## config.mk

```make
export PLATFORM = sky130hd
export DESIGN_NAME = spr_access_unit
export DESIGN_NICKNAME = d
export VERILOG_FILES = /design/src/rtl/spr_pkg.sv /design/src/rtl/spr_addr_decode.sv /design/src/rtl/spr_shadow_bank.sv /design/src/rtl/spr_irq_regs.sv /design/src/rtl/spr_access_unit.sv
export SDC_FILE = /design/constraint.sdc
export NUM_CORES = 2
export LEC_CHECK = 0
export BUFFER_PORTS_ARGS = -buffer_cell sky130_fd_sc_hd__buf_2
export CORE_AREA = 8 8 523 525
export DETAILED_ROUTE_END_ITERATION = 10
export DIE_AREA = 0 0 531 533
export PLACE_DENSITY_LB_ADDON = 0.08
export SLEW_MARGIN = 20
export SYNTH_ARGS = -nofsm -noshare
export SYNTH_HDL_FRONTEND = slang
export SYNTH_SLANG_ARGS = --single-unit
```

## constraint.sdc

```tcl
create_clock -name clk -period 5.7 [get_ports clk]
set_clock_uncertainty 0.05 [all_clocks]
set_input_delay 0.285 -clock clk [delete_from_list [all_inputs] [get_ports clk]]
set_output_delay 0.285 -clock clk [all_outputs]
set_load 0.01 [all_outputs]
```

## src/rtl/spr_pkg.sv

```systemverilog
package spr_pkg;
  localparam int GRP_W  = 5;
  localparam int IDX_W  = 11;
  localparam int ADDR_W = GRP_W + IDX_W;
  localparam int DATA_W = 32;
  localparam int SHADOW_REGS = 32;

  localparam logic [GRP_W-1:0] GRP_SYS = 5'd0;
  localparam logic [GRP_W-1:0] GRP_MAC = 5'd5;
  localparam logic [GRP_W-1:0] GRP_PIC = 5'd9;

  localparam logic [IDX_W-1:0] IX_VER     = 11'd0;
  localparam logic [IDX_W-1:0] IX_UPR     = 11'd1;
  localparam logic [IDX_W-1:0] IX_CFG     = 11'd2;
  localparam logic [IDX_W-1:0] IX_VBASE   = 11'd11;
  localparam logic [IDX_W-1:0] IX_SUPV    = 11'd17;
  localparam logic [IDX_W-1:0] IX_EPC     = 11'd32;
  localparam logic [IDX_W-1:0] IX_EADDR   = 11'd48;
  localparam logic [IDX_W-1:0] IX_ESTAT   = 11'd64;
  localparam logic [IDX_W-1:0] IX_COREID  = 11'd128;
  localparam logic [IDX_W-1:0] IX_NCORES  = 11'd129;
  localparam logic [IDX_W-1:0] IX_SHADOW  = 11'd1024;
  localparam logic [IDX_W-1:0] IX_ACC_LO  = 11'd1;
  localparam logic [IDX_W-1:0] IX_ACC_HI  = 11'd2;
  localparam logic [IDX_W-1:0] IX_IRQMASK = 11'd0;
  localparam logic [IDX_W-1:0] IX_IRQSTAT = 11'd2;

  // supervision register: supervisor bit 0, data MMU 5, instruction MMU 6
  localparam int SUPV_SM  = 0;
  localparam int SUPV_DMU = 5;
  localparam int SUPV_IMU = 6;
  localparam logic [DATA_W-1:0] SUPV_FLUSH_BITS =
    (32'd1 << SUPV_SM) | (32'd1 << SUPV_DMU) | (32'd1 << SUPV_IMU);
  localparam logic [DATA_W-1:0] SUPV_RESET = 32'd1 << SUPV_SM;

  typedef enum logic [3:0] {
    SEL_NONE, SEL_VER, SEL_UPR, SEL_CFG, SEL_VBASE, SEL_SUPV,
    SEL_EPC, SEL_EADDR, SEL_ESTAT, SEL_COREID, SEL_NCORES,
    SEL_SHADOW, SEL_ACC_LO, SEL_ACC_HI, SEL_IRQMASK, SEL_IRQSTAT
  } spr_sel_e;
endpackage

```

## src/rtl/spr_addr_decode.sv

```systemverilog
module spr_addr_decode
  import spr_pkg::*;
#(
  parameter int NUM_SETS = 2,
  localparam int SH_DEPTH = NUM_SETS * SHADOW_REGS,
  localparam int SH_AW = $clog2(SH_DEPTH)
) (
  input  logic [ADDR_W-1:0] addr,
  output spr_sel_e          sel,
  output logic [SH_AW-1:0]  shadow_idx
);
  logic [GRP_W-1:0] grp;
  logic [IDX_W-1:0] idx;
  localparam logic [IDX_W:0] SH_LIMIT = IDX_W'(IX_SHADOW) + (IDX_W+1)'(SH_DEPTH);

  assign grp = addr[ADDR_W-1:IDX_W];
  assign idx = addr[IDX_W-1:0];
  // shadow base is bit 10 alone, so the offset is the low index bits
  assign shadow_idx = idx[SH_AW-1:0];

  always_comb begin
    sel = SEL_NONE;
    unique case (grp)
      GRP_SYS: begin
        if (idx >= IX_SHADOW && {1'b0, idx} < SH_LIMIT) sel = SEL_SHADOW;
        else begin
          case (idx)
            IX_VER:    sel = SEL_VER;
            IX_UPR:    sel = SEL_UPR;
            IX_CFG:    sel = SEL_CFG;
            IX_VBASE:  sel = SEL_VBASE;
            IX_SUPV:   sel = SEL_SUPV;
            IX_EPC:    sel = SEL_EPC;
            IX_EADDR:  sel = SEL_EADDR;
            IX_ESTAT:  sel = SEL_ESTAT;
            IX_COREID: sel = SEL_COREID;
            IX_NCORES: sel = SEL_NCORES;
            default:   sel = SEL_NONE;
          endcase
        end
      end
      GRP_MAC: begin
        if (idx == IX_ACC_LO) sel = SEL_ACC_LO;
        else if (idx == IX_ACC_HI) sel = SEL_ACC_HI;
      end
      GRP_PIC: begin
        if (idx == IX_IRQMASK) sel = SEL_IRQMASK;
        else if (idx == IX_IRQSTAT) sel = SEL_IRQSTAT;
      end
      default: sel = SEL_NONE;
    endcase
  end
endmodule

```

## src/rtl/spr_shadow_bank.sv

```systemverilog
module spr_shadow_bank
  import spr_pkg::*;
#(
  parameter int NUM_SETS = 2,
  localparam int DEPTH = NUM_SETS * SHADOW_REGS,
  localparam int AW = $clog2(DEPTH)
) (
  input  logic              clk,
  input  logic              rst_n,
  input  logic              we,
  input  logic [AW-1:0]     idx,
  input  logic [DATA_W-1:0] wdata,
  output logic [DATA_W-1:0] rdata
);
  logic [DATA_W-1:0] regs [DEPTH];

  always_ff @(posedge clk) begin
    if (!rst_n) begin
      for (int i = 0; i < DEPTH; i++) regs[i] <= '0;
    end else if (we) begin
      regs[idx] <= wdata;
    end
  end

  assign rdata = regs[idx];

  // a stored word is found at the index it was written to
  assert_shadow_store_R5: assert property (@(posedge clk) disable iff (!rst_n)
    we |=> regs[$past(idx)] == $past(wdata));
endmodule

```

## src/rtl/spr_irq_regs.sv

```systemverilog
module spr_irq_regs
  import spr_pkg::*;
(
  input  logic              clk,
  input  logic              rst_n,
  input  logic              wr_mask,
  input  logic              wr_status,
  input  logic [DATA_W-1:0] wdata,
  input  logic [DATA_W-1:0] irq_set,
  output logic [DATA_W-1:0] mask_q,
  output logic [DATA_W-1:0] status_q
);
  logic [DATA_W-1:0] clr_bits;

  assign clr_bits = wr_status ? wdata : '0;

  always_ff @(posedge clk) begin
    if (!rst_n) begin
      mask_q   <= '0;
      status_q <= '0;
    end else begin
      if (wr_mask) mask_q <= mask_q | wdata;
      status_q <= (status_q & ~clr_bits) | irq_set;
    end
  end

  // the mask never loses a bit
  assert_mask_sticky_R7: assert property (@(posedge clk) disable iff (!rst_n)
    1'b1 |=> ($past(mask_q) & ~mask_q) == '0);
  // without a status write no status bit falls
  assert_status_hold_R8: assert property (@(posedge clk) disable iff (!rst_n)
    !wr_status |=> ($past(status_q) & ~status_q) == '0);
  // requested set bits are present after the edge, even under a clear
  assert_set_wins_R9: assert property (@(posedge clk) disable iff (!rst_n)
    irq_set != '0 |=> (status_q & $past(irq_set)) == $past(irq_set));
endmodule

```

## src/rtl/spr_access_unit.sv

```systemverilog
module spr_access_unit
  import spr_pkg::*;
#(
  parameter int NUM_SETS = 2,
  parameter logic [31:0] VERSION_RST  = 32'h1200_0001,
  parameter logic [31:0] UNIT_PRESENT = 32'h0000_0605,
  parameter logic [31:0] CPU_CONFIG   = 32'h0000_0020,
  localparam int SH_AW = $clog2(NUM_SETS * SHADOW_REGS)
) (
  input  logic        clk,
  input  logic        rst_n,
  input  logic [15:0] spr_addr,
  input  logic [31:0] spr_wdata,
  input  logic        spr_we,
  input  logic        spr_re,
  input  logic [31:0] spr_rd_old,
  output logic [31:0] spr_rdata,
  input  logic [31:0] irq_set,
  output logic        mmu_flush
);
  spr_sel_e          sel;
  logic [SH_AW-1:0]  sh_idx;
  logic [DATA_W-1:0] sh_rdata, irq_mask, irq_status;
  logic [DATA_W-1:0] ver_q, vbase_q, supv_q, epc_q, eaddr_q, estat_q;
  logic [2*DATA_W-1:0] acc_q;
  logic              supv_wr, supv_changes;

  spr_addr_decode #(.NUM_SETS(NUM_SETS)) u_dec (
    .addr(spr_addr), .sel(sel), .shadow_idx(sh_idx));

  spr_shadow_bank #(.NUM_SETS(NUM_SETS)) u_shadow (
    .clk(clk), .rst_n(rst_n), .we(spr_we && sel == SEL_SHADOW),
    .idx(sh_idx), .wdata(spr_wdata), .rdata(sh_rdata));

  spr_irq_regs u_irq (
    .clk(clk), .rst_n(rst_n),
    .wr_mask(spr_we && sel == SEL_IRQMASK),
    .wr_status(spr_we && sel == SEL_IRQSTAT),
    .wdata(spr_wdata), .irq_set(irq_set),
    .mask_q(irq_mask), .status_q(irq_status));

  assign supv_wr      = spr_we && sel == SEL_SUPV;
  assign supv_changes = ((spr_wdata ^ supv_q) & SUPV_FLUSH_BITS) != '0;

  always_ff @(posedge clk) begin
    if (!rst_n) begin
      ver_q     <= VERSION_RST;
      vbase_q   <= '0;
      supv_q    <= SUPV_RESET;
      epc_q     <= '0;
      eaddr_q   <= '0;
      estat_q   <= '0;
      acc_q     <= '0;
      mmu_flush <= 1'b0;
    end else begin
      mmu_flush <= supv_wr && supv_changes;
      if (spr_we) begin
        case (sel)
          SEL_VER:    ver_q   <= spr_wdata;
          SEL_VBASE:  vbase_q <= spr_wdata;
          SEL_SUPV:   supv_q  <= spr_wdata;
          SEL_EPC:    epc_q   <= spr_wdata;
          SEL_EADDR:  eaddr_q <= spr_wdata;
          SEL_ESTAT:  estat_q <= spr_wdata;
          SEL_ACC_LO: acc_q[DATA_W-1:0] <= spr_wdata;
          SEL_ACC_HI: acc_q[2*DATA_W-1:DATA_W] <= spr_wdata;
          default: ;
        endcase
      end
    end
  end

  always_comb begin
    spr_rdata = spr_rd_old;
    if (spr_re) begin
      case (sel)
        SEL_VER:     spr_rdata = ver_q;
        SEL_UPR:     spr_rdata = UNIT_PRESENT;
        SEL_CFG:     spr_rdata = CPU_CONFIG;
        SEL_VBASE:   spr_rdata = vbase_q;
        SEL_SUPV:    spr_rdata = supv_q;
        SEL_EPC:     spr_rdata = epc_q;
        SEL_EADDR:   spr_rdata = eaddr_q;
        SEL_ESTAT:   spr_rdata = estat_q;
        SEL_COREID:  spr_rdata = '0;
        SEL_NCORES:  spr_rdata = 32'd1;
        SEL_SHADOW:  spr_rdata = sh_rdata;
        SEL_ACC_LO:  spr_rdata = acc_q[DATA_W-1:0];
        SEL_ACC_HI:  spr_rdata = acc_q[2*DATA_W-1:DATA_W];
        SEL_IRQMASK: spr_rdata = irq_mask;
        SEL_IRQSTAT: spr_rdata = irq_status;
        default:     spr_rdata = spr_rd_old;
      endcase
    end
  end

  // a flush pulse always follows a change of a protection bit
  assert_flush_cause_R11: assert property (@(posedge clk) disable iff (!rst_n)
    mmu_flush |-> (($past(supv_q) ^ supv_q) & SUPV_FLUSH_BITS) != '0);
  assert_flush_follows_R11: assert property (@(posedge clk) disable iff (!rst_n)
    (supv_wr && supv_changes) |=> mmu_flush);
  // a low-half write leaves the high half alone
  assert_acc_half_R6: assert property (@(posedge clk) disable iff (!rst_n)
    (spr_we && sel == SEL_ACC_LO) |=>
      acc_q[2*DATA_W-1:DATA_W] == $past(acc_q[2*DATA_W-1:DATA_W]));
  // core identity reads as zero
  assert_core_id_R3: assert property (@(posedge clk) disable iff (!rst_n)
    (spr_re && sel == SEL_COREID) |-> spr_rdata == '0);
  // unmapped reads pass the old destination through
  assert_unmapped_R10: assert property (@(posedge clk) disable iff (!rst_n)
    (spr_re && sel == SEL_NONE) |-> spr_rdata == spr_rd_old);
endmodule

```

==> results.yml <==
cells_and_area:
  fin_nets: 8336
  post-route-util_pct: 46.5
  syn_to_final_growth_pct: 14.4
  fillers: 23700
  drive_gt1_share_pct: 17.2
critical_path:
  cp-startpoint: "spr_addr[2]"
  cp_max_fo: 32
  reg2reg_from: "u_irq.status_q[15]"
  criticalPathCategory: "in -> out"
  critPathRequiredTime_ps: 5370
  critical_path_arrival_ps: 4940
  startpoint_type: "primary input"
  worstSetupEndpointType: "output port"
yosys:
  synthesis.instances: 8134
  ys_ff_latch: 2369
  yosysSeqAreaShare_pct: 62.9
  synth_edf_count: 2048
  yosys-top-cells-area: "edfxtp_1 57%, and2_1 12%, mux4_2 8.1%, dfxtp_1 5.9%, mux2i_1 2.8%"
  synth_area_leader_cell: "edfxtp_1"
  ys_async_sr_fraction_pct: 0
  yosysUniqueCellTypes: 85
  synth.net_count: 8250
  ys.flop_type: "edfxtp_1"
  synth_top_area_share_pct: 56.9
  ys.warnings.count: 0
  synth.avg_cell_area_um2: 13.3
  synth_area_mm2: 0.108
power:
  vdd_drop_max_mv: 0.260
  p_leak_nw: 42.6
  p_per_area_mw_per_mm2: 321
  finalPower_w: 0.0397
route:
  top_layer: "met5"
  antenna_left: 0
  firstDrtPassIters: 6
  wirelength_met1_mm: 183
  drc: 0
  wl_mm: 427
  avgViaCountPerCell: 5.92
  wl_per_cell_um: 35.6
  wl_met2_mm: 187
  drt_iter0_drc: 9708
  met3WireLength_mm: 39.1
  vias: 71000
die:
  die-width_um: 531
  start_util_pct: 40.7
  die_area_mm2: 0.283
  io_pins: 149
  die_h_um: 533
  fp.coreArea_mm2: 0.266
  rows: 190
worst_hold_path:
  min_path_type: "in -> reg"
  min_from: "spr_wdata[18]"
timing:
  min_period_ps: 5280
  setup_viol: 0
  timing.hold.ws_ps: 33.2
  fin_tns_setup_ps: 0
  worst_pin_slew_ps: 1310
  period_share_pct: 92.6
  slew_violations: 0
  max_slew_margin_pct: 12.3
  finalHoldViolCount: 0
  clock.fmax_mhz: 189
  rsz0062_at_grt: "false"
  layout_setup_ws_ps: 421
clocking:
  clk_latency_ps: 890
  ctsRootBufferMaster: "clkbuf_16"
  cts-resized-gates: 0
  cts_sinks: 2369
  clockBufferDepth: 4
  path_clk_slew_ps: 60
  cts_made_buffers: 277
  cts_max_level: 5
  cts_tree: "yes"
global_routing:
  grt_antenna_before_repair: 47
  gr-total-overflow: 0
  grt_pass1_vias: 67600
  grt_start_max_net_pins: 165
  grt_usage_pct: 29.4
  grt_pass1_wl_mm: 580
run:
  maxCapViolCount: 0
place:
  place_congestion: 0.992
  port_buffers: 148
  pre_cts_slack_ps: 524
  dp_hpwl_mm: 275
run_status:
  status: "finished clean"
## per-stage QoR
stage	instance area (um^2)	cells
6_report	124000	12000
5_1_grt	124000	12000
4_1_cts	124000	12000
3_5_place_dp	115000	11400
3_3_place_gp	115000	11400
2_1_floorplan	108000	8134
## registers in the layout, indices dropped and copies added, names as in the netlist
name	count
epc_q	32
mmu_flush	1
eaddr_q	32
ver_q	32
u_irq.mask_q	32
estat_q	32
supv_q	32
vbase_q	32
u_irq.status_q	32
acc_q	64
u_shadow.regs	2048
## cells by family after synthesis
family          after synthesis  synth area share, %
buf+inv                     832                 3.10
xor+xnor                      5               0.0405
flops                      2369                 62.9
mux                         700                 11.0
compound gates              997                 6.32
simple gates               3231                 16.7
## cell type report
class | instances | area [um^2] | share of cell area, %
multi-input cells | 4933 | 37700 | 30.5
repair buffers | 635 | 5350 | 4.33
inverters | 4 | 15.0 | 0.0121
clock buffers | 378 | 7370 | 5.96
well taps | 3552 | 4440 | 3.60
diodes | 15 | 37.5 | 0.0304
flip-flops and latches | 2369 | 67900 | 55.0
clock inverters | 102 | 747 | 0.604
## critical path, cell delays in order
cell       delay, ps
clkbuf_8         230
nor4_2           720
nand4_1          500
a2111oi_2        760
nand2_2          560
nand2_1          590
a21oi_1           90
a311oi_1         790
a31oi_1          190
buf_2            190
## cell usage in the layout, fill, tap and decap left out, types with 15 or more instances in the layout
cell type	n
nor3_1	21
and3_1	42
nand2_1	734
nand4_1	20
buf_4	375
clkbuf_1	96
nor2_2	61
a22oi_1	119
inv_6	15
a21boi_1	77
mux4_2	389
a21boi_0	177
a211oi_1	18
clkinv_1	54
buf_2	116
dfxtp_1	321
nand3_1	65
o21ai_0	65
nor2_1	87
dlygate4sd3_1	89
clkinv_2	17
mux2i_1	307
a222oi_1	21
a21oi_1	152
a221oi_1	25
buf_12	50
o22ai_1	130
a31oi_1	33
clkbuf_16	278
o21ai_4	62
and2_1	2037
edfxtp_1	2048
nor2b_1	74
diode_2	15
## path summary, 6_finish.rpt
check | endpoint | slack, ps | depth (start not counted)
max reg2reg | u_irq.status_q[15] | 4120 | 3
min reg2reg | acc_q[62] | 400 | 2
max | spr_rdata[13] | 420 | 10
min | vbase_q[18] | 30 | 4
## cells in the mapped netlist (23+ instances only)
cell type and count:
a21boi_0 177, a21boi_1 77, a21oi_1 153, a221oi_1 25, a22oi_1 119, a31oi_1 33
and2_1 2036, and3_1 42, buf_1 46, buf_2 121, clkbuf_1 631, dfxtp_1 321
edfxtp_1 2048, mux2i_1 307, mux4_2 389, nand2_1 738, nand3_1 65, nor2_1 123
nor2_2 26, nor2b_1 80, nor3_1 23, o21ai_0 128, o22ai_1 130
## where the power goes
part / internal (W) / switching [W]
logic: 0.000987 / 0.00235
clock network: 0.00931 / 0.00728
registers: 0.0195 / 0.000223
total: 0.0298 / 0.00985
## per-layer routing
metal  up-vias  global-route usage, %
met1     37200                   42.7
met2      3513                   43.4
met3       666                   6.25
met4        12                   10.7
met5         -                      0
li1      29600                      -
## timing repair
action / CTS / global route
setup buffers: 0 / 0
hold buffers: 89 / 0
hold endpoints to repair: 339 / 0
No activity file was read; power rests on OpenSTA's default activity.
